<file path="config.mk">
export PLATFORM = sky130hd
export DESIGN_NAME = wide_tick_counter
export DESIGN_NICKNAME = d
export VERILOG_FILES = /design/src/rtl/wtc_pkg.sv /design/src/rtl/wtc_count.sv /design/src/rtl/wtc_tear_mon.sv /design/src/rtl/wtc_regmux.sv /design/src/rtl/wide_tick_counter.sv
export SDC_FILE = /design/constraint.sdc
export NUM_CORES = 1
export LEC_CHECK = 0
export BUFFER_PORTS_ARGS = -buffer_cell sky130_fd_sc_hd__buf_2
export CORE_ASPECT_RATIO = 1.25
export CORE_UTILIZATION = 55
export DETAILED_ROUTE_END_ITERATION = 8
export GPL_TIMING_DRIVEN = 0
export PLACE_DENSITY = 0.78
export REMOVE_ABC_BUFFERS = 1
export SETUP_SLACK_MARGIN = 0.02
export SYNTH_ARGS = -nofsm -noshare
export SYNTH_HDL_FRONTEND = slang
export SYNTH_SLANG_ARGS = --single-unit
</file>
<file path="constraint.sdc">
create_clock -name clk -period 2.55 [get_ports clk]
set_input_delay 0.255 -clock clk [delete_from_list [all_inputs] [get_ports clk]]
set_output_delay 0.255 -clock clk [all_outputs]
set_load 0.03 [all_outputs]
</file>
<file path="src/rtl/wtc_pkg.sv">
package wtc_pkg;

    localparam int unsigned DEF_ADDR_W = 12;

    typedef enum logic [1:0] {
        SEL_NONE = 2'd0,
        SEL_CTRL = 2'd1,
        SEL_LOW  = 2'd2,
        SEL_HIGH = 2'd3
    } wtc_sel_e;

    typedef struct packed {
        logic rd_low;
        logic rd_high;
        logic wr_ctrl;
    } wtc_acc_t;

    function automatic wtc_sel_e pick_sel(input logic hit_c, input logic hit_l,
                                          input logic hit_h);
        if (hit_c)      return SEL_CTRL;
        else if (hit_l) return SEL_LOW;
        else if (hit_h) return SEL_HIGH;
        else            return SEL_NONE;
    endfunction

    function automatic wtc_acc_t make_acc(input wtc_sel_e sel, input logic rd,
                                          input logic wr);
        wtc_acc_t a;
        a.rd_low  = rd && (sel == SEL_LOW);
        a.rd_high = rd && (sel == SEL_HIGH);
        a.wr_ctrl = wr && (sel == SEL_CTRL);
        return a;
    endfunction

endpackage

</file>
<file path="src/rtl/wtc_count.sv">
module wtc_count #(
    parameter int unsigned CNT_W = 64
) (
    input  logic             clk,
    input  logic             rst,
    input  logic             wr_ctrl,
    input  logic             en_bit,
    output logic [CNT_W-1:0] cnt,
    output logic             en
);
    always_ff @(posedge clk) begin
        if (rst) begin
            cnt <= '0;
            en  <= 1'b0;
        end else begin
            if (en)      cnt <= cnt + 1'b1;
            if (wr_ctrl) en  <= en_bit;
        end
    end
endmodule

</file>
<file path="src/rtl/wtc_tear_mon.sv">
module wtc_tear_mon #(
    parameter int unsigned WORD_W = 32
) (
    input  logic              clk,
    input  logic              rst,
    input  logic              rd_low,
    input  logic              rd_high,
    input  logic              exc,
    input  logic [WORD_W-1:0] cnt_hi,
    output logic              flag,
    output logic              armed,
    output logic [WORD_W-1:0] snap
);
    always_ff @(posedge clk) begin
        if (rst) begin
            flag  <= 1'b0;
            armed <= 1'b0;
            snap  <= '0;
        end else if (rd_low) begin
            flag  <= 1'b1;
            armed <= 1'b1;
            snap  <= cnt_hi;
        end else if (rd_high) begin
            armed <= 1'b0;
            flag  <= armed && flag && !exc && (cnt_hi == snap);
        end else if (armed && exc) begin
            flag  <= 1'b0;
        end
    end
endmodule

</file>
<file path="src/rtl/wtc_regmux.sv">
module wtc_regmux
    import wtc_pkg::*;
#(
    parameter int unsigned WORD_W = 32,
    parameter int unsigned ADDR_W = 12,
    parameter logic [ADDR_W-1:0] CTRL_ADDR = 'h103,
    parameter logic [ADDR_W-1:0] LOW_ADDR  = 'h104,
    parameter logic [ADDR_W-1:0] HIGH_ADDR = 'h105
) (
    input  logic                rd_en,
    input  logic                wr_en,
    input  logic [ADDR_W-1:0]   addr,
    input  logic [2*WORD_W-1:0] cnt,
    input  logic                en,
    input  logic                flag,
    output wtc_acc_t            acc,
    output logic [WORD_W-1:0]   rdata
);
    wtc_sel_e sel;

    always_comb begin
        sel = pick_sel(addr == CTRL_ADDR, addr == LOW_ADDR, addr == HIGH_ADDR);
        acc = make_acc(sel, rd_en, wr_en);
    end

    always_comb begin
        rdata = '0;
        if (rd_en) begin
            unique case (sel)
                SEL_CTRL: begin
                    rdata[0]        = en;
                    rdata[WORD_W-1] = flag;
                end
                SEL_LOW:  rdata = cnt[WORD_W-1:0];
                SEL_HIGH: rdata = cnt[2*WORD_W-1:WORD_W];
                default:  rdata = '0;
            endcase
        end
    end
endmodule

</file>
<file path="src/rtl/wide_tick_counter.sv">
module wide_tick_counter
    import wtc_pkg::*;
#(
    parameter int unsigned WORD_W = 32,
    parameter int unsigned ADDR_W = DEF_ADDR_W,
    parameter logic [ADDR_W-1:0] CTRL_ADDR = 'h103,
    parameter logic [ADDR_W-1:0] LOW_ADDR  = 'h104,
    parameter logic [ADDR_W-1:0] HIGH_ADDR = 'h105
) (
    input  logic              clk,
    input  logic              rst,
    input  logic              rd_en,
    input  logic              wr_en,
    input  logic [ADDR_W-1:0] addr,
    input  logic [WORD_W-1:0] wdata,
    input  logic              exc_taken,
    output logic [WORD_W-1:0] rdata
);
    localparam int unsigned CNT_W = 2 * WORD_W;

    wtc_acc_t          acc;
    logic [CNT_W-1:0]  cnt;
    logic              en;
    logic              flag;
    logic              armed;
    logic [WORD_W-1:0] snap;

    wtc_regmux #(
        .WORD_W(WORD_W), .ADDR_W(ADDR_W),
        .CTRL_ADDR(CTRL_ADDR), .LOW_ADDR(LOW_ADDR), .HIGH_ADDR(HIGH_ADDR)
    ) u_mux (
        .rd_en(rd_en), .wr_en(wr_en), .addr(addr), .cnt(cnt), .en(en),
        .flag(flag), .acc(acc), .rdata(rdata)
    );

    wtc_count #(.CNT_W(CNT_W)) u_cnt (
        .clk(clk), .rst(rst), .wr_ctrl(acc.wr_ctrl), .en_bit(wdata[0]),
        .cnt(cnt), .en(en)
    );

    wtc_tear_mon #(.WORD_W(WORD_W)) u_mon (
        .clk(clk), .rst(rst), .rd_low(acc.rd_low), .rd_high(acc.rd_high),
        .exc(exc_taken), .cnt_hi(cnt[CNT_W-1:WORD_W]), .flag(flag),
        .armed(armed), .snap(snap)
    );
endmodule

</file>
==> results of run 1 <==
[what timing repair did]
item | in CTS | in global routing
setup endpoints to repair | 27 | 27
gates resized for setup | 5 | 4
cloned | 0 | 0
hold endpoints to repair | 0 | 0
hold buffers | 0 | 0
setup buffers | 5 | 8
pin swaps | 3 | 5
[registers in the layout, indices dropped and copies added (netlist names)]
name	flops
u_mon.snap	32
u_mon.flag	1
u_cnt.cnt	64
u_cnt.en	1
u_mon.armed	1
[path summary, 6_finish.rpt]
path / slack [ns] / to / cells after the start
setup / recovery: 0.19 / rdata[29] / 9
hold reg to reg: 0.47 / u_mon.snap[6] / 2
setup reg to reg: 0.21 / u_cnt.cnt[61] / 5
hold / removal: 0.12 / u_cnt.en / 3
[Yosys cell counts, types with 2 or more instances]
cell type,n,area [um^2]
sky130_fd_sc_hd__a21oi_1,63,315
sky130_fd_sc_hd__or3_1,24,150
sky130_fd_sc_hd__mux2i_1,2,20.0
sky130_fd_sc_hd__nor4_1,6,37.5
sky130_fd_sc_hd__nand4b_1,2,17.5
sky130_fd_sc_hd__dfxtp_1,99,1980
sky130_fd_sc_hd__xnor2_1,36,315
sky130_fd_sc_hd__or4_1,3,22.5
sky130_fd_sc_hd__a22oi_1,2,15.0
sky130_fd_sc_hd__nand3_1,25,125
sky130_fd_sc_hd__nor4_2,3,37.5
sky130_fd_sc_hd__nor2_1,48,180
sky130_fd_sc_hd__xor2_1,28,245
sky130_fd_sc_hd__and3_1,8,50.1
sky130_fd_sc_hd__buf_2,7,35.0
sky130_fd_sc_hd__o31ai_1,3,22.5
sky130_fd_sc_hd__o21a_1,2,15.0
sky130_fd_sc_hd__nor3_1,12,60.1
sky130_fd_sc_hd__nand2b_1,3,18.8
sky130_fd_sc_hd__a22o_1,30,263
sky130_fd_sc_hd__and4_1,3,26.3
sky130_fd_sc_hd__nand4_1,36,225
sky130_fd_sc_hd__inv_1,6,22.5
sky130_fd_sc_hd__nand2_1,95,357
sky130_fd_sc_hd__o21ai_0,29,145
sky130_fd_sc_hd__clkbuf_1,39,146
sky130_fd_sc_hd__nor2b_1,2,12.5
sky130_fd_sc_hd__nor4_4,2,42.5
[cell families after synthesis]
family	after synthesis	share of synthesized area, %
adder cells (fa/ha/maj)	1	0.250
multiplexers	2	0.400
buffers and inverters	53	4.18
AO/OA/AOI/OAI	131	15.9
AND/OR/NAND/NOR	277	28.4
XOR/XNOR	64	11.2
flip-flops	99	39.6
[tightest hold or removal path, stage by stage]
cell and delay (ns):
sky130_fd_sc_hd__buf_2 0.07, sky130_fd_sc_hd__mux2i_1 0.06, sky130_fd_sc_hd__nor2_1 0.07
[cell type report]
cell class | count | area (um^2)
Clock buffer | 11 | 131
Tap cell | 120 | 150
Timing Repair Buffer | 70 | 440
Clock inverter | 5 | 77.6
Sequential cell | 99 | 1980
Fill cell | 767 | 3070
Inverter | 6 | 22.5
Multi-Input combinational cell | 475 | 2880
[power by group through the flow]
| stage | Combinational (W) | Sequential [W] | Clock (W) |
|---|---|---|---|
| finish | 0.0000533 | 0.00154 | 0.00109 |
| global route | 0.0000586 | 0.00155 | 0.00118 |
| CTS | 0.0000521 | 0.00154 | 0.00110 |
| detailed placement | 0.0000506 | 0.00158 | 0 |
| global placement | 0.0000448 | 0.00158 | 0 |
| floorplan | 0.00000655 | 0.00158 | 0 |
[per-stage QoR]
step	setup slack, ns	cell area (um^2)
5_1_grt	0.0498	5680
2_1_floorplan	-2.07	4810
6_report	0.189	5680
3_3_place_gp	-4.04	5210
3_5_place_dp	-0.371	5320
4_1_cts	0.00150	5600
[per-layer routing]
metal / vias to the layer above / part of all wire, % / GRT usage [%] / routed length, um
met1: 2239 / 42 / 34.1 / 5310
met3: 34 / 4.7 / 5.34 / 599
met5: - / 0 / 0 / 0
met4: 0 / 3.3 / 13.2 / 414
met2: 158 / 50 / 48.2 / 6310
li1: 2275 / - / - / -
==> impl_results.md, run 1 <==
- Outcome: completed
- Cell with the biggest individual delay on the critical path: sky130_fd_sc_hd__nor4_2
- Initial antenna violation count: 0
- Count of boundary I/O pins: 81
- Yosys warns: 0
- Drt via density: 5.99
- Number of clock buffers inserted by TritonCTS: 9
- CP Class: input pin to output pin
- Endpoint required time on the critical path: 2.30 ns
- Most common flop cell mapped by yosys: sky130_fd_sc_hd__dfxtp_1
- Total setup violations reported at the end of the flow: 0
- Sw Share: 21.5%
- Leakage: 1.97 nW
- Max_slew headroom: 50.1%
- Sequential share of power: 57.4%
- Portion of total power attributed to the clock network: 40.6%
- Total routing resource utilization after global routing: 28.3%
- Biggest cell delay along the critical path: 0.30 ns
- Clock slew at reported path FFs: 0.09 ns
- Share of the clock period used by the worst path: 92.6%
- Launch point of the worst hold path: wdata[0]
- Area delta synth->final: 13.6%
- HPWL after DPL: 8.92 mm
- Height of the die: 109 um
- Source of the worst register-to-register timing path: u_cnt.cnt[43]
- Port-buffer cells: 49
- Launching instance or port of the critical path: addr[4]
- Later-pin clock latency in the skew report: 0.38 ns
- Number of buffer and inverter stages on the critical path: 5
- Residual DRC count: 0
- Clock skew: 0.0128 ns
- Die footprint: 9480 um^2
- Number of slew-limit violations in the final report: 0
- Kind of path behind the tightest hold check: input pin to flop
- Mean routed wirelength per cell: 16.1 um
- Non-filler cells in the finished layout: 786
- Avg Synthesized Cell Area: 7.97 um^2
- Register area share after synthesis: 39.6%
- Max IR drop VDD: 397 uV
- Total power density per cell area: 473 nW/um^2
- Setup total negative slack: 0 ns
- Number of flops mapped to enable cells by yosys: 0
- Share of async-settable or async-resettable flops after synthesis: 0%
- Highest-count cells in the layout ignoring fill and taps: 99 x sky130_fd_sc_hd__dfxtp_1, 95 x sky130_fd_sc_hd__nand2_1, 63 x sky130_fd_sc_hd__a21oi_1
- Global-route wire length before repair: 20.7 mm
- Logic pwr share: 2.0%
- Top cell family by delay on the critical path: simple AND/OR/NAND/NOR gates
- Clock Sinks: 99
- Internal power summed over all cells: 0.00211 W
- Peak fanout along the critical path: 15
- NumNets Final: 711
- First DRT Iteration DRCs: 357
- Layout cell share with drive strength beyond 1: 15.3%
- Number of antenna-violating nets in the routed design: 0
- Width of the chip: 87.3 um
- Total routed wirelength: 12.6 mm
- Via count of the first global-routing pass: 4382
- Cell variety after synth: 37
- CTS max path bufs: 2
- Startpoint class of the critical path: input pin
- TritonCTS clock tree: yes
- Count of maximum capacitance violations: 0
- # diodes: 0
- Time the final worst path needs with I/O delays and setup: 2.36 ns
- Clock H-tree levels: 3
- Cell count after placement: 757
- Number of vias in the routed layout: 4706
- Number of standard-cell rows in the floorplan: 38
- Fin Hold WS: 0.116 ns
- Summed instance area of the synthesized netlist: 5000 um^2
- Synthesized netlist cell count: 627
- Psw: 0.000578 W
- Number of flip-flops and latches in the synthesized netlist: 99
- Transition time at the pin with the least slew margin: 0.742 ns
- Floorplan core area: 8750 um^2
- Gpl congestion: 0.860
- Commonest non-fill, non-tap cell in the layout: sky130_fd_sc_hd__dfxtp_1
- Achievable frequency: 424 MHz
- Starting Density: 57.2%
- Signal arrival time at the worst endpoint: 2.11 ns
- DR pass1 iterations: 5
- CP endpoint kind: output pin
- Overall power after layout: 0.00269 W
- Unrepaired setup endpoints after global routing: false
- Crit-path cells: buf_2 -> nor4_2 -> nand4_1 -> nor3_4 -> buf_6 -> buf_8 -> buf_6 -> a22o_1 -> buf_2
- Buffer type at the clock tree root: sky130_fd_sc_hd__clkbuf_8
- Core utilization of the finished layout: 64.9%
- Largest net degree at the start of global routing: 58
- Total congestion overflow after global routing: 0
- Final hold violation count: 0
No activity file was read; power rests on OpenSTA's default activity.
==> run 2, diff against run 1 <==
--- a/config.mk
+++ b/config.mk
@@ -8,6 +8,7 @@
 export BUFFER_PORTS_ARGS = -buffer_cell sky130_fd_sc_hd__buf_2
 export CORE_ASPECT_RATIO = 1.25
 export CORE_UTILIZATION = 55
+export CTS_BUF_LIST = sky130_fd_sc_hd__clkbuf_8 sky130_fd_sc_hd__clkbuf_16
 export DETAILED_ROUTE_END_ITERATION = 8
 export GPL_TIMING_DRIVEN = 0
 export PLACE_DENSITY = 0.78
==> run 2 against run 1 <==
Effect of this change: power decreased by 0.23%; die area unchanged; non-clock buffer count stayed put; worst setup slack lost 0.0011 ns; combinational power hardly changed; largest cell class unchanged; largest power group unchanged.
==> impl_results.md, run 2 (same netlist as run 1, synthesis figures left out) <==
- Outcome: completed
- Max_slew headroom: 50.1%
- DR pass1 iterations: 5
- Commonest non-fill, non-tap cell in the layout: sky130_fd_sc_hd__dfxtp_1
- # diodes: 0
- Global-route wire length before repair: 20.7 mm
- Highest-count cells in the layout ignoring fill and taps: 99 x sky130_fd_sc_hd__dfxtp_1, 95 x sky130_fd_sc_hd__nand2_1, 63 x sky130_fd_sc_hd__a21oi_1
- Transition time at the pin with the least slew margin: 0.742 ns
- Floorplan core area: 8750 um^2
- Setup total negative slack: 0 ns
- Buffer type at the clock tree root: sky130_fd_sc_hd__clkbuf_8
- Port-buffer cells: 49
- Starting Density: 57.2%
- Total congestion overflow after global routing: 0
- Launch point of the worst hold path: wdata[0]
- Share of the clock period used by the worst path: 92.6%
- Number of clock buffers inserted by TritonCTS: 9
- Clock H-tree levels: 3
- Gpl congestion: 0.860
- Achievable frequency: 423 MHz
- Launching instance or port of the critical path: addr[4]
- Clock skew: 0.0128 ns
- Number of flip-flops under the largest register name: 64
- Total setup violations reported at the end of the flow: 0
- Startpoint class of the critical path: input pin
- Number of antenna-violating nets in the routed design: 0
- Register Area: 1980 um^2
- Area delta synth->final: 13.6%
- Placed standard-cell area: 5320 um^2
- Drt via density: 5.99
- Largest net degree at the start of global routing: 58
- Count of maximum capacitance violations: 0
- Total routing resource utilization after global routing: 28.3%
- Height of the die: 109 um
- Kind of path behind the tightest hold check: input pin to flop
- Initial antenna violation count: 0
- Layout cell share with drive strength beyond 1: 15.3%
- Mean routed wirelength per cell: 16.1 um
- First DRT Iteration DRCs: 357
- Via count of the first global-routing pass: 4382
- Multi-input logic area: 2880 um^2
- Unrepaired setup endpoints after global routing: false
- Width of the chip: 87.3 um
- Clock slew at reported path FFs: 0.09 ns
- Total power density per cell area: 472 nW/um^2
- CP endpoint kind: output pin
- Number of slew-limit violations in the final report: 0
- Clock Sinks: 99
- Final instance area: 5680 um^2
- TritonCTS clock tree: yes
- Endpoint required time on the critical path: 2.30 ns
- Filler cell count in the final layout: 767
- Die footprint: 9480 um^2
- Max IR drop VDD: 397 uV
- Flop-to-flop setup slack: 0.21 ns
- CP Class: input pin to output pin
- Final hold violation count: 0
- Number of vias in the routed layout: 4705
- Later-pin clock latency in the skew report: 0.38 ns
- NumNets Final: 711
- Count of boundary I/O pins: 81
- Fin Hold WS: 0.115 ns
- Register ranked first by flip-flop count: u_cnt.cnt
- Time the final worst path needs with I/O delays and setup: 2.36 ns
- Total routed wirelength: 12.6 mm
- Source of the worst register-to-register timing path: u_cnt.cnt[43]
- HPWL after DPL: 8.92 mm
- Overall power after layout: 0.00268 W
- Residual DRC count: 0
- Number of hold-repair buffers added at the cts stage: 0
- CTS max path bufs: 2
- Number of standard-cell rows in the floorplan: 38
- Leakage: 1.98 nW
- Peak fanout along the critical path: 15
- Biggest registers after layout: u_cnt.cnt x64, u_mon.snap x32
- Signal arrival time at the worst endpoint: 2.11 ns
==> run 2: cell types whose count changed in the layout (fill, tap and decap cells not counted) <==
cell / change
sky130_fd_sc_hd__clkbuf_1: -2
sky130_fd_sc_hd__inv_1: +2
==> run 2: through the flow <==
step / utilization, % / instances / setup WS, ns
6_report: 64.9 / 786 / 0.188
5_1_grt: 64.9 / 786 / 0.0498
4_1_cts: 64.0 / 778 / 0.00150
3_5_place_dp: 60.8 / 757 / -0.371
3_3_place_gp: 59.5 / 749 / -4.04
2_1_floorplan: - / 580 / -2.07
==> run 2: area by class of cell <==
| class | count | area share [%] |
|---|---|---|
| tap | 120 | 2.64 |
| multi-input combinational | 475 | 50.6 |
| timing repair buffer | 70 | 7.75 |
| clock buffer | 9 | 2.18 |
| sequential | 99 | 34.9 |
| clock inverter | 7 | 1.50 |
| inverter | 6 | 0.396 |
==> run 2: timing repair <==
item | in CTS | in global routing
setup buffers | 5 | 8
pin swaps | 3 | 5
cloned | 0 | 0
setup endpoints to repair | 27 | 27
resized for setup | 5 | 4
==> run 2: layer usage <==
layer	GRT usage (%)	routed length (um)
met3	5.34	609
met2	48.2	6330
met4	13.2	392
met5	0	0
met1	34.1	5310
==> run 2: worst max-delay path, stage by stage <==
cell and delay (ns):
sky130_fd_sc_hd__buf_2 0.10, sky130_fd_sc_hd__nor4_2 0.30, sky130_fd_sc_hd__nand4_1 0.29, sky130_fd_sc_hd__nor3_4 0.28, sky130_fd_sc_hd__buf_6 0.18, sky130_fd_sc_hd__buf_8 0.16
sky130_fd_sc_hd__buf_6 0.18, sky130_fd_sc_hd__a22o_1 0.15, sky130_fd_sc_hd__buf_2 0.19
==> run 2: worst paths after layout <==
check | end | depth (start not counted)
worst max-delay path | rdata[29] | 9
worst min-delay path | u_cnt.en | 3
worst max register to register | u_cnt.cnt[61] | 5
worst min register to register | u_mon.snap[6] | 2
==> run 2: power by group <==
group,internal (W),switching [W]
Clock,0.000543,0.000543
Sequential,0.00154,0.0000000114
Combinational,0.0000164,0.0000369
Total,0.00210,0.000580
